`src/rtl/switch_matrix_ctl_pkg.sv`:
```
package switch_matrix_ctl_pkg;

  typedef enum logic {
    MODE_QUAD = 1'b0,
    MODE_PAIR = 1'b1
  } mux_mode_e;

endpackage

```
`src/rtl/switch_matrix_ctl_rst_sync.sv`:
```
module switch_matrix_ctl_rst_sync #(
  parameter int STAGES = 2
) (
  input  logic clk,
  input  logic arst_n,
  output logic srst_n
);
  logic [STAGES-1:0] chain;

  always_ff @(posedge clk or negedge arst_n) begin
    if (!arst_n) chain <= '0;
    else         chain <= {chain[STAGES-2:0], 1'b1};
  end

  assign srst_n = chain[STAGES-1];
endmodule

```
`src/rtl/switch_matrix_ctl_latch.sv`:
```
module switch_matrix_ctl_latch #(
  parameter int W = 3
) (
  input  logic         clk,
  input  logic         rst_n,
  input  logic         open_n,
  input  logic [W-1:0] d,
  output logic [W-1:0] q
);
  logic [W-1:0] held;

  // Capture on every edge while open; hold while closed.
  always_ff @(posedge clk or negedge rst_n) begin
    if (!rst_n)       held <= '0;
    else if (!open_n) held <= d;
  end

  // Transparent path while open, held copy while closed.
  assign q = open_n ? held : d;
endmodule

```
`src/rtl/switch_matrix_ctl_decode.sv`:
```
module switch_matrix_ctl_decode
  import switch_matrix_ctl_pkg::*;
#(
  parameter int SEL_W = 2
) (
  input  logic             en,
  input  logic [SEL_W-1:0] sel,
  input  mux_mode_e        mode,
  output logic [(1<<SEL_W)-1:0] close
);
  localparam int N    = 1 << SEL_W;
  localparam int HALF = N / 2;

  for (genvar i = 0; i < N; i++) begin : g_path
    localparam int LOW = i % HALF;
    logic hit_quad;
    logic hit_pair;
    assign hit_quad = (sel == SEL_W'(i));
    assign hit_pair = (sel[SEL_W-2:0] == (SEL_W-1)'(LOW));
    assign close[i] = en & ((mode == MODE_PAIR) ? hit_pair : hit_quad);
  end
endmodule

```
`src/rtl/switch_matrix_ctl.sv`:
```
module switch_matrix_ctl
  import switch_matrix_ctl_pkg::*;
#(
  parameter int SEL_W       = 2,
  parameter int SYNC_STAGES = 2,
  localparam int N          = 1 << SEL_W
) (
  input  logic             clk,
  input  logic             rst_n,
  input  logic             le_n,
  input  logic             en,
  input  logic [SEL_W-1:0] addr,
  input  logic             pair_mode,
  output logic [N-1:0]     sw_close
);
  localparam int LW = SEL_W + 1;

  logic          srst_n;
  logic [LW-1:0] lat_q;
  logic [N-1:0]  close_next;
  mux_mode_e     mode;

  switch_matrix_ctl_rst_sync #(.STAGES(SYNC_STAGES)) u_rst (
    .clk    (clk),
    .arst_n (rst_n),
    .srst_n (srst_n)
  );

  switch_matrix_ctl_latch #(.W(LW)) u_lat (
    .clk    (clk),
    .rst_n  (srst_n),
    .open_n (le_n),
    .d      ({en, addr}),
    .q      (lat_q)
  );

  assign mode = mux_mode_e'(pair_mode);

  switch_matrix_ctl_decode #(.SEL_W(SEL_W)) u_dec (
    .en    (lat_q[LW-1]),
    .sel   (lat_q[SEL_W-1:0]),
    .mode  (mode),
    .close (close_next)
  );

  always_ff @(posedge clk or negedge srst_n) begin
    if (!srst_n) sw_close <= '0;
    else         sw_close <= close_next;
  end
endmodule

```
`config.mk`:
```
export PLATFORM = sky130hd
export DESIGN_NAME = switch_matrix_ctl
export DESIGN_NICKNAME = d
export VERILOG_FILES = /design/src/rtl/switch_matrix_ctl_pkg.sv /design/src/rtl/switch_matrix_ctl_rst_sync.sv /design/src/rtl/switch_matrix_ctl_latch.sv /design/src/rtl/switch_matrix_ctl_decode.sv /design/src/rtl/switch_matrix_ctl.sv
export SDC_FILE = /design/constraint.sdc
export NUM_CORES = 1
export LEC_CHECK = 0
export BUFFER_PORTS_ARGS = -buffer_cell sky130_fd_sc_hd__buf_2
export CAP_MARGIN = 20
export CORE_AREA = 4 4 41 43
export CTS_CLUSTER_SIZE = 24
export DETAILED_ROUTE_END_ITERATION = 8
export DIE_AREA = 0 0 45 47
export SLEW_MARGIN = 20
export SYNTH_ARGS = -nofsm -noshare
export SYNTH_HDL_FRONTEND = slang
export SYNTH_SLANG_ARGS = --single-unit
```
`constraint.sdc`:
```
create_clock -name clk -period 0.8 [get_ports clk]
set_input_delay 0.12 -clock clk [delete_from_list [all_inputs] [get_ports clk]]
set_output_delay 0.12 -clock clk [all_outputs]
set_load 0.03 [all_outputs]
```
==> results of run 1 <==
[state kept, by name (all words and copies together) (netlist names)]
register     flops
u_rst.chain      2
sw_close         4
u_lat.held       3
[cell usage in the layout, fill, tap and decap left out]
cell type	Yosys	final
a2bb2oi_1	3	3
buf_2	0	6
buf_4	0	2
buf_6	1	5
clkbuf_1	0	1
clkbuf_4	0	3
conb_1	1	1
dfrtp_1	9	9
dlygate4sd3_1	0	1
inv_2	1	1
mux2_4	0	2
mux2i_4	0	1
nand3_1	1	1
nand3b_1	2	2
o2bb2a_4	1	1
or3b_4	1	1
[cell usage after synthesis]
library cell	instances	area share [%]
a2bb2oi_1	3	7.3
buf_6	1	3.1
conb_1	1	1.0
dfrtp_1	9	63
inv_2	1	1.0
mux2_1	1	3.1
mux2_2	1	3.1
mux2i_2	1	3.8
nand3_1	1	1.4
nand3b_1	2	4.2
o2bb2a_4	1	5.6
or3b_4	1	3.1
[logic make-up (layout without fill, tap and decap cells)]
logic type / Yosys count / after routing / share of synthesized area, %
AO/OA/AOI/OAI: 4 / 4 / 12.9
buffers and inverters: 2 / 19 / 4.19
flip-flops: 9 / 9 / 62.9
multiplexers: 3 / 3 / 10.1
AND/OR/NAND/NOR: 4 / 4 / 8.74
other: 1 / 1 / 1.05
[through the flow]
step	util, %	instances
6_report	39.9	55
3_5_place_dp	32.5	48
4_1_cts	38.5	54
3_3_place_gp	32.5	48
2_1_floorplan	-	23
5_1_grt	39.9	55
[per-layer routing]
| layer | vias up | wire [um] |
|---|---|---|
| li1 | 115 | - |
| met1 | 111 | 230 |
| met2 | 11 | 311 |
| met3 | 0 | 65 |
| met4 | 0 | 0 |
| met5 | - | 0 |
[power breakdown]
group	switching [mW]	total (mW)	internal (mW)	leakage, nW
Combinational	0.0882	0.207	0.118	0.122
Clock	0.139	0.330	0.191	0.0150
Sequential	0.0270	0.520	0.493	0.111
[area by class of cell]
cell class,count,area [um2]
fill,131,782
multi-input combinational,12,134
sequential,9,225
timing repair buffer,14,111
tap,15,18.8
clock buffer,4,26.3
inverter,1,3.75
[timing repair]
action / CTS / global route
cloned: 0 / 0
endpoints found under the setup margin: 9 / 11
hold endpoints to repair: 2 / 0
hold buffers: 1 / 0
setup buffers: 1 / 1
pin swaps: 1 / 1
gates resized for setup: 9 / 3
[final timing paths]
check                                 to  cells past startpoint
hold reg to reg            u_lat.held[1]                      0
setup reg to reg             sw_close[2]                      3
max in group asynchronous  u_lat.held[2]                      0
setup / recovery             sw_close[1]                      1
min in group clk           u_lat.held[2]                      2
hold / removal             u_lat.held[1]                      0
==> impl_metrics.toml, run 1 <==
[outcome]
status = "complete, but fails checks"
violations = "setup timing"

[power_and_ir_drop]
p_total_mw = 1.06
power_density_nw_per_um2 = 2040
vdd_drop_max_mv = 1.41
cellLeakagePower_nw = 0.248

[synth]
netlist_area_um2 = 358
synthesis.nets = 30
syn_area_per_cell_um2 = 15.6
synthCells = 23
ys_types = 12
ys_warn_count = 0
ys_ff_latch = 9
synth_seq_area_share_pct = 62.9

[placed_design]
numPortBuffers = 10
placed_cell_area_um2 = 423
gp_congestion = 0.847
pre_cts_ws_ps = -142

[critical_path]
cp_max_fo = 1
crit_type = "register to primary output"
endpoint_kind = "primary output"
reg2reg_from = "u_lat.held[1]"
timing.critical_path.required_ps = 680
cpMaxStageDelayCell = "dfrtp_1"
path_buf_inv = 1
crit_family = "flip-flops"
crit_start = "sw_close[1]"
path_cells = "buf_6"
rrSetupSlack_ps = -80
startpoint_type = "register"
cp_slowest_stage_delay_ps = 370
crit_arrival_ps = 760

[die]
initial_core_util_pct = 27.5
core-area_um2 = 1300
die_w_um = 45
dieHeight_um = 47
placementRows = 13
dieArea_um2 = 2120
io_pins = 11

[grt]
grt_antenna_before_repair = 0
grt_pass1_vias = 276
grt_use_total_pct = 7.76
grt_pass1_wl_um = 1120
top_usage_layer = "met2"
grt_max_degree = 8
overflow = 0
gr-usage-met3_pct = 5.75
gr-usage-met2_pct = 14.4
use_met1_pct = 6.60

[clocking]
clock_path_buffers = 2
cts_made_buffers = 3
clk_pin_slew_worst_paths_ps = 50
cts_tree = "built"
cts-root-buf = "clkbuf_4"
clkSinkCount = 9
clock_latency_ps = 250
htreeDepth = 1

[detailed_routing]
vias = 237
via_per_inst = 4.31
avgRoutedWirePerCell_um = 11.0
drc = 0
drt_iter0_markers = 0
first_pass_iters = 1
drt_wl_total_um = 607
ant_nets = 0

[sta]
slew_viol_final = 0
hold_viol_final = 0
rsz0062_at_grt = "yes"
fin_crit_ps = 885
fmax_mhz = 1130
holdWs_ps = 113
skew_ps = 0.827
finalSetupTns_ps = -540
fin_crit_sh_pct = 111
finalSetupViolCount = 8
setup_slack_ps = -84.9

[cells_and_area]
drive_gt1_share_pct = 55.0
diodes = 0
syn2layout_area_growth_pct = 45.1
num-nets-final = 48
stdcell_area_um2 = 519

[hold_path]
hold_path_class = "register to asynchronous set/reset pin"

[job]
cap_violations = 0
No activity file was read; power rests on OpenSTA's default activity.
==> run 2, diff against run 1 <==
==> constraint.sdc (replaced) <==
create_clock -name clk -period 0.9 [get_ports clk]
set_input_delay 0.135 -clock clk [delete_from_list [all_inputs] [get_ports clk]]
set_output_delay 0.135 -clock clk [all_outputs]
set_load 0.03 [all_outputs]
==> impl_metrics.toml, run 2 (same netlist as run 1, synthesis figures left out) <==
[cells_and_area]
num-nets-final = 47
top_register = "sw_close"
final_cell_mix = "dfrtp_1 (9), buf_2 (6), buf_6 (4)"
final_core_util_pct = 38.6
seqCellArea_um2 = 225
largest_reg_flops = 4
drive_gt1_share_pct = 53.8
reg_top3 = "sw_close (4), u_lat.held (3), u_rst.chain (2)"
stdcell_area_um2 = 502
diodes = 0
syn2layout_area_growth_pct = 40.2
nFillCells = 140
final_common_cell = "dfrtp_1"
multiInputGateArea_um2 = 126

[sta]
skew_ps = 4.74
slew_viol_final = 0
fmax_mhz = 1100
rsz0062_at_grt = "yes"
fin_crit_sh_pct = 101
finalSetupViolCount = 4
fin_crit_ps = 908
setup_slack_ps = -7.99
hold_viol_final = 0

[power_and_ir_drop]
power_density_nw_per_um2 = 1860
power_frac_clock_pct = 33.0
p_total_mw = 0.931
vdd_drop_max_mv = 0.572
cellLeakagePower_nw = 0.236
p_switching_mw = 0.241
p_int_mw = 0.690
switching_share_pct = 25.9
p_comb_share_pct = 17.5
seq_power_share_pct = 49.5

[outcome]
violations = "setup timing"
status = "complete, but fails checks"

[detailed_routing]
first_pass_iters = 1
vias = 239
drt_wl_total_um = 642
avgRoutedWirePerCell_um = 11.9
drt_iter0_markers = 0
ant_nets = 0
via_per_inst = 4.43
drc = 0

[die]
io_pins = 11
dieArea_um2 = 2120
dieHeight_um = 47
placementRows = 13
initial_core_util_pct = 27.5
core-area_um2 = 1300
die_w_um = 45

[critical_path]
startpoint_type = "register"
cp_max_fo = 1
path_cells = "buf_6"
cpMaxStageDelayCell = "dfrtp_1"
timing.critical_path.required_ps = 760
crit_type = "register to primary output"
cp_slowest_stage_delay_ps = 380
path_buf_inv = 1
endpoint_kind = "primary output"
crit_family = "flip-flops"
crit_arrival_ps = 770

[clocking]
cts_setup_buffers = 0
clk_pin_slew_worst_paths_ps = 60
clock_path_buffers = 2
cts_tree = "built"
clkSinkCount = 9
cts_made_buffers = 3
cts-root-buf = "clkbuf_4"
clock_latency_ps = 260
htreeDepth = 1

[placed_design]
placed_cell_area_um2 = 430
pre_cts_ws_ps = -43.0
numPortBuffers = 10
gp_congestion = 0.763

[grt]
grt_use_total_pct = 7.59
grt_pass1_vias = 272
grt_antenna_before_repair = 0
grt_max_degree = 8
grt_pass1_wl_um = 1060
overflow = 0

[hold_path]
hold_path_class = "register to asynchronous set/reset pin"

[job]
cap_violations = 0
[run 2: final timing paths]
check	start	to	slack [ps]	depth (start not counted)
worst max-delay path	sw_close[3]	sw_close[3]	-8	1
min in group clk	addr[0]	u_lat.held[0]	130	2
worst max register to register	u_lat.held[1]	sw_close[3]	20	3
max in group asynchronous	u_rst.chain[1]	sw_close[0]	560	0
worst min register to register	u_rst.chain[1]	sw_close[1]	120	0
worst min-delay path	u_rst.chain[1]	sw_close[1]	120	0
[run 2: metal layers]
metal	wire [um]	global-route usage [%]
met1	292	8.22
met2	282	11.9
met3	45	2.30
met4	22	7.02
met5	0	0
[run 2: cell type report]
cell class                      count  area share, %
Clock buffer                        3           4.49
Clock inverter                      1          0.998
Inverter                            1          0.748
Multi-Input combinational cell     12           25.2
Sequential cell                     9           44.9
Tap cell                           15           3.74
Timing Repair Buffer               13           20.0
[run 2: per-stage QoR]
step	instances	setup TNS (ps)	hold WS, ps
5_1_grt	54	-153	134
3_3_place_gp	49	-30.2	-80.2
2_1_floorplan	23	0	-161
4_1_cts	54	-66.6	126
6_report	54	-16.8	117
3_5_place_dp	49	-93.8	-77.5
[run 2: power groups by stage]
stage	logic, mW	registers [mW]	clock network, mW
global route	0.174	0.466	0.338
floorplan	0.0632	0.491	0
detailed placement	0.139	0.464	0
finish	0.163	0.461	0.307
CTS	0.166	0.462	0.321
global placement	0.134	0.461	0
[run 2: repair_timing]
item | 4_1_cts | 5_1_grt
hold buffers | 1 | 0
pin swaps | 0 | 1
endpoints found under the hold margin | 2 | 0
cloned | 0 | 0
resized for setup | 9 | 0
setup endpoints to repair | 6 | 6
